--- src/rtl/irq_cause_pkg.sv ---
package irq_cause_pkg;
  typedef enum logic [1:0] {
    SEL_CAUSE  = 2'd0,
    SEL_LATCH  = 2'd1,
    SEL_ENABLE = 2'd2,
    SEL_NONE   = 2'd3
  } reg_sel_e;

  localparam int unsigned GLOBAL_EVTS = 2;
  localparam int unsigned EVTS_PER_CH = 4;
endpackage

--- src/rtl/irq_evt_map.sv ---
module irq_evt_map #(
  parameter int unsigned NUM_CH  = 2,
  parameter int unsigned CAUSE_W = 18
) (
  input  logic              codec_evt_i,
  input  logic              dma_abort_evt_i,
  input  logic [NUM_CH-1:0] tx_done_i,
  input  logic [NUM_CH-1:0] rx_done_i,
  input  logic [NUM_CH-1:0] tx_underflow_i,
  input  logic [NUM_CH-1:0] rx_overflow_i,
  output logic [CAUSE_W-1:0] evt_vec_o
);
  import irq_cause_pkg::*;

  localparam int unsigned TXD_OFS = GLOBAL_EVTS;
  localparam int unsigned RXD_OFS = TXD_OFS + NUM_CH;
  localparam int unsigned TXU_OFS = RXD_OFS + NUM_CH;
  localparam int unsigned RXO_OFS = TXU_OFS + NUM_CH;
  localparam int unsigned USED_W  = RXO_OFS + NUM_CH;

  assign evt_vec_o[0] = codec_evt_i;
  assign evt_vec_o[1] = dma_abort_evt_i;

  for (genvar c = 0; c < NUM_CH; c++) begin : g_ch
    assign evt_vec_o[TXD_OFS+c] = tx_done_i[c];
    assign evt_vec_o[RXD_OFS+c] = rx_done_i[c];
    assign evt_vec_o[TXU_OFS+c] = tx_underflow_i[c];
    assign evt_vec_o[RXO_OFS+c] = rx_overflow_i[c];
  end

  if (USED_W < CAUSE_W) begin : g_rsvd
    assign evt_vec_o[CAUSE_W-1:USED_W] = '0;
  end
endmodule

--- src/rtl/irq_mask_reg.sv ---
module irq_mask_reg #(
  parameter int unsigned          W   = 18,
  parameter logic [W-1:0]         RST = '0
) (
  input  logic         clk_i,
  input  logic         rst_ni,
  input  logic         wr_i,
  input  logic [W-1:0] wdata_i,
  output logic [W-1:0] q_o
);
  always_ff @(posedge clk_i or negedge rst_ni) begin
    if (!rst_ni)   q_o <= RST;
    else if (wr_i) q_o <= wdata_i;
  end
endmodule

--- src/rtl/irq_cause_reg.sv ---
module irq_cause_reg #(
  parameter int unsigned W      = 18,
  parameter int unsigned USED_W = 10
) (
  input  logic         clk_i,
  input  logic         rst_ni,
  input  logic [W-1:0] evt_i,
  input  logic [W-1:0] latch_mask_i,
  input  logic         clr_wr_i,
  input  logic [W-1:0] wdata_i,
  output logic [W-1:0] q_o
);
  localparam logic [W-1:0] LIVE = W'((64'd1 << USED_W) - 64'd1);

  logic [W-1:0] keep, set_bits, d;

  // zero in write data clears; new event wins over the clear
  assign keep     = clr_wr_i ? wdata_i : '1;
  assign set_bits = evt_i & latch_mask_i;
  assign d        = ((q_o & keep) | set_bits) & LIVE;

  always_ff @(posedge clk_i or negedge rst_ni) begin
    if (!rst_ni) q_o <= '0;
    else         q_o <= d;
  end
endmodule

--- src/rtl/irq_cause_unit.sv ---
module irq_cause_unit #(
  parameter int unsigned NUM_CH  = 2,
  parameter int unsigned CAUSE_W = 18
) (
  input  logic               clk_i,
  input  logic               rst_ni,
  input  logic               codec_evt_i,
  input  logic               dma_abort_evt_i,
  input  logic [NUM_CH-1:0]  tx_done_i,
  input  logic [NUM_CH-1:0]  rx_done_i,
  input  logic [NUM_CH-1:0]  tx_underflow_i,
  input  logic [NUM_CH-1:0]  rx_overflow_i,
  input  logic               reg_wr_i,
  input  logic [1:0]         reg_addr_i,
  input  logic [CAUSE_W-1:0] reg_wdata_i,
  output logic [CAUSE_W-1:0] reg_rdata_o,
  output logic               irq_o
);
  import irq_cause_pkg::*;

  localparam int unsigned USED_W = GLOBAL_EVTS + EVTS_PER_CH * NUM_CH;

  reg_sel_e           sel;
  logic               cause_wr, latch_wr, enable_wr;
  logic [CAUSE_W-1:0] evt_vec, cause_q, latch_mask_q, en_mask_q;

  assign sel       = reg_sel_e'(reg_addr_i);
  assign cause_wr  = reg_wr_i && (sel == SEL_CAUSE);
  assign latch_wr  = reg_wr_i && (sel == SEL_LATCH);
  assign enable_wr = reg_wr_i && (sel == SEL_ENABLE);

  irq_evt_map #(.NUM_CH(NUM_CH), .CAUSE_W(CAUSE_W)) u_map (
    .codec_evt_i     (codec_evt_i),
    .dma_abort_evt_i (dma_abort_evt_i),
    .tx_done_i       (tx_done_i),
    .rx_done_i       (rx_done_i),
    .tx_underflow_i  (tx_underflow_i),
    .rx_overflow_i   (rx_overflow_i),
    .evt_vec_o       (evt_vec)
  );

  irq_mask_reg #(.W(CAUSE_W), .RST('0)) u_latch_mask (
    .clk_i   (clk_i),
    .rst_ni  (rst_ni),
    .wr_i    (latch_wr),
    .wdata_i (reg_wdata_i),
    .q_o     (latch_mask_q)
  );

  irq_mask_reg #(.W(CAUSE_W), .RST('0)) u_en_mask (
    .clk_i   (clk_i),
    .rst_ni  (rst_ni),
    .wr_i    (enable_wr),
    .wdata_i (reg_wdata_i),
    .q_o     (en_mask_q)
  );

  irq_cause_reg #(.W(CAUSE_W), .USED_W(USED_W)) u_cause (
    .clk_i        (clk_i),
    .rst_ni       (rst_ni),
    .evt_i        (evt_vec),
    .latch_mask_i (latch_mask_q),
    .clr_wr_i     (cause_wr),
    .wdata_i      (reg_wdata_i),
    .q_o          (cause_q)
  );

  always_comb begin
    unique case (sel)
      SEL_CAUSE:  reg_rdata_o = cause_q;
      SEL_LATCH:  reg_rdata_o = latch_mask_q;
      SEL_ENABLE: reg_rdata_o = en_mask_q;
      default:    reg_rdata_o = '0;
    endcase
  end

  assign irq_o = |(cause_q & en_mask_q);
endmodule

--- config.mk ---
export PLATFORM = sky130hd
export DESIGN_NAME = irq_cause_unit
export DESIGN_NICKNAME = d
export VERILOG_FILES = /design/src/rtl/irq_cause_pkg.sv /design/src/rtl/irq_evt_map.sv /design/src/rtl/irq_mask_reg.sv /design/src/rtl/irq_cause_reg.sv /design/src/rtl/irq_cause_unit.sv
export SDC_FILE = /design/constraint.sdc
export NUM_CORES = 1
export LEC_CHECK = 0
export BUFFER_PORTS_ARGS = -buffer_cell sky130_fd_sc_hd__buf_2
export CORE_MARGIN = 3
export CORE_UTILIZATION = 55
export DETAILED_ROUTE_END_ITERATION = 10
export PLACE_DENSITY = 0.8
export SYNTH_ARGS = -nofsm -noshare
export SYNTH_HDL_FRONTEND = slang
export SYNTH_HIERARCHICAL = 1
export SYNTH_SLANG_ARGS = --single-unit
--- constraint.sdc ---
create_clock -name clk_i -period 1.4 [get_ports clk_i]
set_clock_uncertainty 0.05 [all_clocks]
set_input_delay 0.28 -clock clk_i [delete_from_list [all_inputs] [get_ports clk_i]]
set_output_delay 0.28 -clock clk_i [all_outputs]
set_load 0.05 [all_outputs]
==> results of run 1 <==
-- cell type report --
class / instances / area [sq um] / area share (%)
Timing Repair Buffer: 94 / 794.5 / 23.58
Clock inverter: 2 / 37.54 / 1.114
Clock buffer: 6 / 72.57 / 2.154
Tap cell: 50 / 62.56 / 1.857
Sequential cell: 46 / 1151 / 34.16
Multi-Input combinational cell: 133 / 1251 / 37.13
-- through the flow --
stage                     instance area [sq um]  setup TNS [ns]  total power (uW)
after floorplan                            2596          -1.270              2651
after global placement                     2937          -7.738              2986
after detailed placement                   2937          -8.544              3023
after CTS                                  3292          -2.256              4233
after global routing                       3369          -3.482              4520
final                                      3369          -2.465              4323
-- layer usage --
metal	track usage, %	up-vias	wire [um]
li1	-	854	-
met1	29.96	878	2609
met2	39.23	39	3012
met3	4.378	6	220
met4	5.231	0	52
met5	0	-	0
-- placed cells by master, fill, tap and decap left out, types with 2 or more instances in the layout --
cell	n
mux2i_2	5
mux2_4	20
a22o_1	13
mux2i_4	2
dfrtp_1	46
nand2_1	18
buf_4	26
mux2_2	16
o21ai_2	14
nand2b_1	10
buf_2	32
conb_1	8
buf_6	31
clkbuf_8	5
mux2i_1	11
a221oi_2	3
o21ai_1	4
buf_12	4
a22oi_1	3
-- worst max-delay path: cells and delay by family, from the launching register on --
kind / cells / cell delay, ns
AND/OR/NAND/NOR: 2 / 0.32
AO/OA/AOI/OAI: 2 / 0.41
buffers and inverters: 1 / 0.19
flip-flops: 1 / 0.40
-- path summary, 6_finish.rpt --
check                                       endpoint  slack, ns  cells after the start
worst max-delay path                           irq_o      -0.55                      5
worst min-delay path                  u_cause/q_o[7]       0.15                      2
worst max register to register      u_en_mask/q_o[6]       0.31                      3
worst min register to register  u_latch_mask/q_o[16]       0.47                      1
max in group asynchronous           u_en_mask/q_o[3]       0.64                      3
min in group asynchronous           u_en_mask/q_o[2]       0.42                      3
-- state kept, by name, indices dropped and copies added, names as in the netlist --
name	count
u_latch_mask/q_o	18
u_cause/q_o	10
u_en_mask/q_o	18
-- power breakdown --
group | leakage, uW | internal, uW | total [uW] | switching, uW
combinational | 0.00101 | 832 | 1580 | 747
sequential | 0.000524 | 1570 | 1760 | 185
clock | 0.0000514 | 533 | 987 | 454
total | 0.00159 | 2940 | 4320 | 1390
-- what timing repair did --
| action | in CTS | in global routing |
|---|---|---|
| setup buffers | 10 | 6 |
| resized for setup | 53 | 9 |
| hold buffers | 1 | 0 |
| setup endpoints to repair | 19 | 19 |
| pin swaps | 5 | 4 |
| endpoints found under the hold margin | 46 | 0 |
==> metrics.cfg, run 1 <==
[global_routing]
antenna_found_initial=0
grt-ovfl-total=0
grt_pass1_vias=1920
grtUsageTotal_pct=22.84
grt_max_degree=47
grt_pass1_wl_um=9335

[clock_network]
cts_tree=done
numCtsBuffers=5
root_buffer=clkbuf_8
clkLatencyLatePin_ns=0.30
cts.clk_slew.worst_paths_ns=0.09
cts_buffer_depth=2
cts_sinks=46
htree_levels=2

[cells_and_area]
nets=313
drive_gt1_share_pct=58.01
fill_cells=230
antenna_cells=0
final_util_pct=80.75
area_growth_pct=35.12
final-instance-count-excl-fill=331

[timing]
hold_viol_final=0
finalCritPeriodShare_pct=139.6
grt_setup_unrepaired=yes
setup_viol=19
max_freq_mhz=511.6
drv_slew=0
holdWs_ns=0.1544
finalCriticalPeriod_ns=1.955
finalWorstSetupSlack_ns=-0.5547

[place]
dp_hpwl_um=3865
dpl_worst_slack_ns=-0.2252
gp_congestion=0.8001
dp.cells=309
port_buffers=51

[die]
die_area_sq_um=5378
die_width_um=73.34
design.core.area_sq_um=4173
initial_utilization_pct=59.76
ioPinCount=52
die-height_um=73.34
rows=23

[detailed_routing]
first_pass_iters=4
vias=1777
viasPerCell=5.369
drt_wl_total_um=5894
ant_nets=0
drt-initial-drc-count=88
wl_per_cell_um=17.81
drc=0

[setup_path]
crit_path_end_kind=output pin
crit_path_start_kind=register
crit_path_start=u_en_mask/q_o[6]
cp_slowest_cell=dfrtp_1
critical_path.cell_chain=a22o_1 > a221oi_2 > and3_1 > nand4_1 > buf_6
cp.required_ns=1.07
crit_arrival_ns=1.62
path_class=register to output pin
slowest_delay_ns=0.40
timing.rr.start=u_en_mask/q_o[6]
path_max_fanout=2

[worst_hold_path]
hp-class=input pin to register
hold_start=tx_underflow_i[1]

[synth]
yosys_warnings=6
synthCells=200
avgSynthCellArea_sq_um=12.47
netlist_area_sq_um=2494

[outcome]
status=finished, violations left
violations=negative setup slack

[power_and_ir_drop]
power_density_nw_per_um2=1283
p_leak_uw=0.001585
vdd_drop_max_mv=0.7322

[flow_run]
maxCapViolCount=0

(Power assumes the default switching activity.)
==> run 2, diff against run 1 <==
--- a/config.mk
+++ b/config.mk
@@ -6,6 +6,7 @@
 export NUM_CORES = 1
 export LEC_CHECK = 0
 export BUFFER_PORTS_ARGS = -buffer_cell sky130_fd_sc_hd__buf_2
+export CAP_MARGIN = 20
 export CORE_MARGIN = 3
 export CORE_UTILIZATION = 55
 export DETAILED_ROUTE_END_ITERATION = 10
@@ -14,3 +15,4 @@
 export SYNTH_HDL_FRONTEND = slang
 export SYNTH_HIERARCHICAL = 1
 export SYNTH_SLANG_ARGS = --single-unit
+export TNS_END_PERCENT = 10
==> run 2 against run 1 <==
Compared with the run above:
- critical path depth unchanged
- first-iteration DRC count decreased by 45%
- the run still ends with negative setup slack left
- global-route usage decreased by 0.21 points
- power decreased by 5.2%
- critical path type unchanged
- register-to-register slack improved by 0.12 ns
==> metrics.cfg, run 2 (synthesis gave the netlist of run 1 again) <==
[detailed_routing]
vias=1713
drt_wl_total_um=5447
ant_nets=0
viasPerCell=5.421
drt-initial-drc-count=48
wl_per_cell_um=17.24
first_pass_iters=4
drc=0

[cells_and_area]
drive_gt1_share_pct=49.62
reg_top3=u_en_mask/q_o: 18 flops, u_latch_mask/q_o: 18 flops, u_cause/q_o: 10 flops
layout_common_cells=dfrtp_1, buf_2, buf_4
nets=298
antenna_cells=0
area_growth_pct=25.04
final_util_pct=74.72
mostFrequentLayoutCell=dfrtp_1

[timing]
finalCritPeriodShare_pct=137.5
drv_slew=0
grt_setup_unrepaired=yes
max_freq_mhz=519.3
setup_viol=19
tns_ns=-2.212
holdWs_ns=0.1558
finalWorstSetupSlack_ns=-0.5256
hold_viol_final=0
finalCriticalPeriod_ns=1.926

[worst_hold_path]
hp-class=input pin to register

[setup_path]
cp.required_ns=1.07
path_class=register to output pin
crit_path_end_kind=output pin
path_max_fanout=2
crit_path_start_kind=register
crit_arrival_ns=1.60

[die]
ioPinCount=52
die_width_um=73.34
initial_utilization_pct=59.76
die_area_sq_um=5378
rows=23
die-height_um=73.34
design.core.area_sq_um=4173

[global_routing]
grt_pass1_vias=1891
grt_pass1_wl_um=9080
grtUsageTotal_pct=22.63
antenna_found_initial=0
grt-ovfl-total=0
grt_max_degree=47

[power_and_ir_drop]
clkPwrFrac_pct=24.3
p_seq_share_pct=43.0
vdd_drop_max_mv=0.9804
internal_power_uw=2783
p_leak_uw=0.001480
power_uw=4097
power_density_nw_per_um2=1314
pwr-share-comb_pct=32.7
p_sw_share_pct=32.08
p_sw_uw=1314

[flow_run]
maxCapViolCount=0

[place]
dp_hpwl_um=3878
port_buffers=51
gp_congestion=0.7535

[outcome]
status=finished, violations left
violations=negative setup slack

[clock_network]
clkLatencyLatePin_ns=0.30
cts_sinks=46
htree_levels=2
root_buffer=clkbuf_8
numCtsBuffers=5
cts_tree=done
cts_buffer_depth=2
cts.clk_slew.worst_paths_ns=0.09

-- run 2: final timing paths --
path	from	slack, ns	cells after the start	to
worst min register to register	u_latch_mask/q_o[16]	0.47	1	u_latch_mask/q_o[16]
min in group asynchronous	rst_ni	0.43	3	u_latch_mask/q_o[1]
worst min-delay path	rx_done_i[0]	0.16	2	u_cause/q_o[4]
worst max register to register	u_en_mask/q_o[7]	0.43	2	u_en_mask/q_o[7]
worst max-delay path	u_en_mask/q_o[6]	-0.53	5	irq_o
max in group asynchronous	rst_ni	0.66	3	u_cause/q_o[7]
-- run 2: power groups by stage --
stage / combinational [uW] / clock [uW] / sequential [uW]
after floorplan: 878 / 0 / 1740
after global placement: 1170 / 0 / 1770
after detailed placement: 1190 / 0 / 1780
after CTS: 1330 / 1000 / 1760
after global routing: 1420 / 1060 / 1790
final: 1340 / 995 / 1760
-- run 2: repair_timing --
action                     4_1_cts  5_1_grt
hold endpoints to repair        46        0
setup buffers                    0        0
gates resized for setup         41        5
cloned                           0        0
hold buffers                     1        0
setup endpoints to repair       19       19
pin swaps                        0        2
-- run 2: metal layers --
| metal | GRT usage [%] | share of wire, % |
|---|---|---|
| met5 | 0 | 0 |
| met4 | 11.07 | 2.9 |
| met3 | 3.967 | 4.1 |
| met2 | 36.94 | 48 |
| met1 | 29.03 | 45 |
-- run 2: layout make-up --
type                       count  area (sq um)
fill                         267          1055
timing repair buffer          79         630.6
tap                           50         62.56
multi-input combinational    133          1167
clock inverter                 1         30.03
sequential                    46          1151
clock buffer                   7         76.32
-- run 2: worst max-delay path, stage by stage (launching register included) --
cell and delay (ns):
dfrtp_1 0.39, a22o_1 0.23, a221oi_2 0.15, and3_1 0.20, nand4_1 0.13, buf_6 0.19
-- run 2: stage by stage --
step	std cells	cell area (sq um)	setup slack, ns
4_1_cts	316	3099	-0.5127
6_report	316	3118	-0.5256
2_1_floorplan	207	2531	-0.2979
3_5_place_dp	307	2854	-0.1932
3_3_place_gp	307	2854	-0.1911
5_1_grt	316	3118	-0.5901
==> run 3, diff against run 2 <==
--- a/config.mk
+++ b/config.mk
@@ -10,7 +10,7 @@
 export CORE_MARGIN = 3
 export CORE_UTILIZATION = 55
 export DETAILED_ROUTE_END_ITERATION = 10
-export PLACE_DENSITY = 0.8
+export PLACE_DENSITY = 0.9
 export SYNTH_ARGS = -nofsm -noshare
 export SYNTH_HDL_FRONTEND = slang
 export SYNTH_HIERARCHICAL = 1
==> run 3 against run 2 <==
Compared with the run above:
- flip-flop and latch count unchanged
- combinational power increased by 3%
- worst setup slack got worse by 0.049 ns
- worst hold slack about the same
- fmax decreased by 2.5%
- critical path depth unchanged
- power decreased by 4.2%
- global-route usage increased by 0.60 points
- clock power decreased by 22%
- the flow still finishes with violations (negative setup slack)
- clock-buffer cell count decreased by 1
- non-clock buffer count increased by 6
- sequential share of layout area decreased by 0.13 points
==> metrics.cfg, run 3 (synthesis gave the netlist of run 1 again) <==
[outcome]
status=finished, violations left
violations=negative setup slack

[detailed_routing]
viasPerCell=5.583
wl_per_cell_um=17.92
drc=0
vias=1792
first_pass_iters=4
drt_wl_total_um=5753
drt-initial-drc-count=66
ant_nets=0

[power_and_ir_drop]
vdd_drop_max_mv=1.097
p_seq_share_pct=44.9
p_sw_uw=1308
pwr-share-comb_pct=35.3
power_density_nw_per_um2=1254
p_leak_uw=0.001490
p_sw_share_pct=33.34
clkPwrFrac_pct=19.8
internal_power_uw=2615

[timing]
hold_viol_final=0
drv_slew=0
setup_viol=19
holdWs_ns=0.1555
tns_ns=-2.632
finalWorstSetupSlack_ns=-0.5742
finalCritPeriodShare_pct=141.0
max_freq_mhz=506.5
grt_setup_unrepaired=yes
finalCriticalPeriod_ns=1.974

[setup_path]
crit_path_start_kind=register
slowest_delay_ns=0.38
critical_path.cell_chain=a22o_1 > a221oi_2 > and3_1 > nand4_1 > buf_6
timing.rr.start=u_en_mask/q_o[9]
crit_arrival_ns=1.64
path_class=register to output pin
r2r_setup_slack_ns=0.33
crit_cells=5
critPathTopFamily=compound AO/OA/AOI/OAI gates
path_max_fanout=2
cp_slowest_cell=dfrtp_1
reg2reg_depth=3
crit_path_end_kind=output pin
cp.required_ns=1.07
r2r_end=u_en_mask/q_o[9]
path_buf_inv=1

[clock_network]
htree_levels=2
clkLatencyLatePin_ns=0.30
cts.clk_slew.worst_paths_ns=0.08
root_buffer=clkbuf_8
cts_sinks=46
numCtsBuffers=5
cts_buffer_depth=2
cts_tree=done

[place]
port_buffers=51
dp.cells=311
gp_congestion=0.8113
placed_area_sq_um=2884
dp_hpwl_um=3981
dpl_worst_slack_ns=-0.2334

[worst_hold_path]
hp-class=input pin to register
hold_start=tx_done_i[1]
whs_endpoint=u_cause/q_o[3]
hold_path_depth=2

[cells_and_area]
finalInstanceArea_sq_um=3129
nets=304
multi_input_area_sq_um=1162
layout_common_cells=dfrtp_1, buf_2, buf_4
area_growth_pct=25.49
final-instance-count-excl-fill=321
antenna_cells=0
reg_top3=u_en_mask/q_o: 18 flops, u_latch_mask/q_o: 18 flops, u_cause/q_o: 10 flops
fill_cells=274
mostFrequentLayoutCell=dfrtp_1
ff_latch_area_sq_um=1151
drive_gt1_share_pct=50.55

[global_routing]
grt_max_degree=47
grt-ovfl-total=0
grt_pass1_wl_um=9335
grt_pass1_vias=1907
grtUsageTotal_pct=23.23
antenna_found_initial=0

[die]
design.core.area_sq_um=4173
die_width_um=73.34
die-height_um=73.34
rows=23
ioPinCount=52
die_area_sq_um=5378
initial_utilization_pct=59.76

[flow_run]
maxCapViolCount=0

## run 3: power groups by stage
stage          clock [uW]  combinational [uW]  sequential [uW]
5_1_grt               842                1470             1800
6_report              777                1380             1760
3_3_place_gp            0                1180             1760
4_1_cts               798                1360             1760
3_5_place_dp            0                1220             1780
2_1_floorplan           0                 878             1740
## run 3: area by class of cell
cell class                 instances  area share, %
clock inverter                     1         0.2399
tap                               50          1.999
multi-input combinational        133          37.15
sequential                        46          36.79
clock buffer                       6          2.319
timing repair buffer              85          21.51
## run 3: worst max-delay path by stage
stage | from | end
after floorplan | u_cause/q_o[6] | irq_o
after CTS | u_cause/q_o[9] | irq_o
after global routing | u_en_mask/q_o[9] | irq_o
after global placement | reg_addr_i[0] | u_cause/q_o[6]
final | u_cause/q_o[9] | irq_o
after detailed placement | reg_addr_i[0] | u_cause/q_o[6]
## run 3: timing repair
action | in CTS | in global routing
gates cloned | 0 | 0
pin swaps | 1 | 3
endpoints found under the setup margin | 19 | 19
endpoints found under the hold margin | 46 | 0
buffers inserted | 0 | 2
gates resized for setup | 40 | 4
hold buffers | 1 | 0
## run 3: metal layers
layer,global-route usage (%),share of wire [%],wire length (um)
met1,29.68,44,2528
met2,40.42,51,2923
met5,0,0,0
met3,4.104,4.3,248
met4,6.640,0.92,53
## run 3: metrics by stage
step	power, uW	util, %
after floorplan	2614	-
after global routing	4110	74.99
final	3923	74.99
after global placement	2948	69.12
after detailed placement	2997	69.12
after CTS	3912	74.27
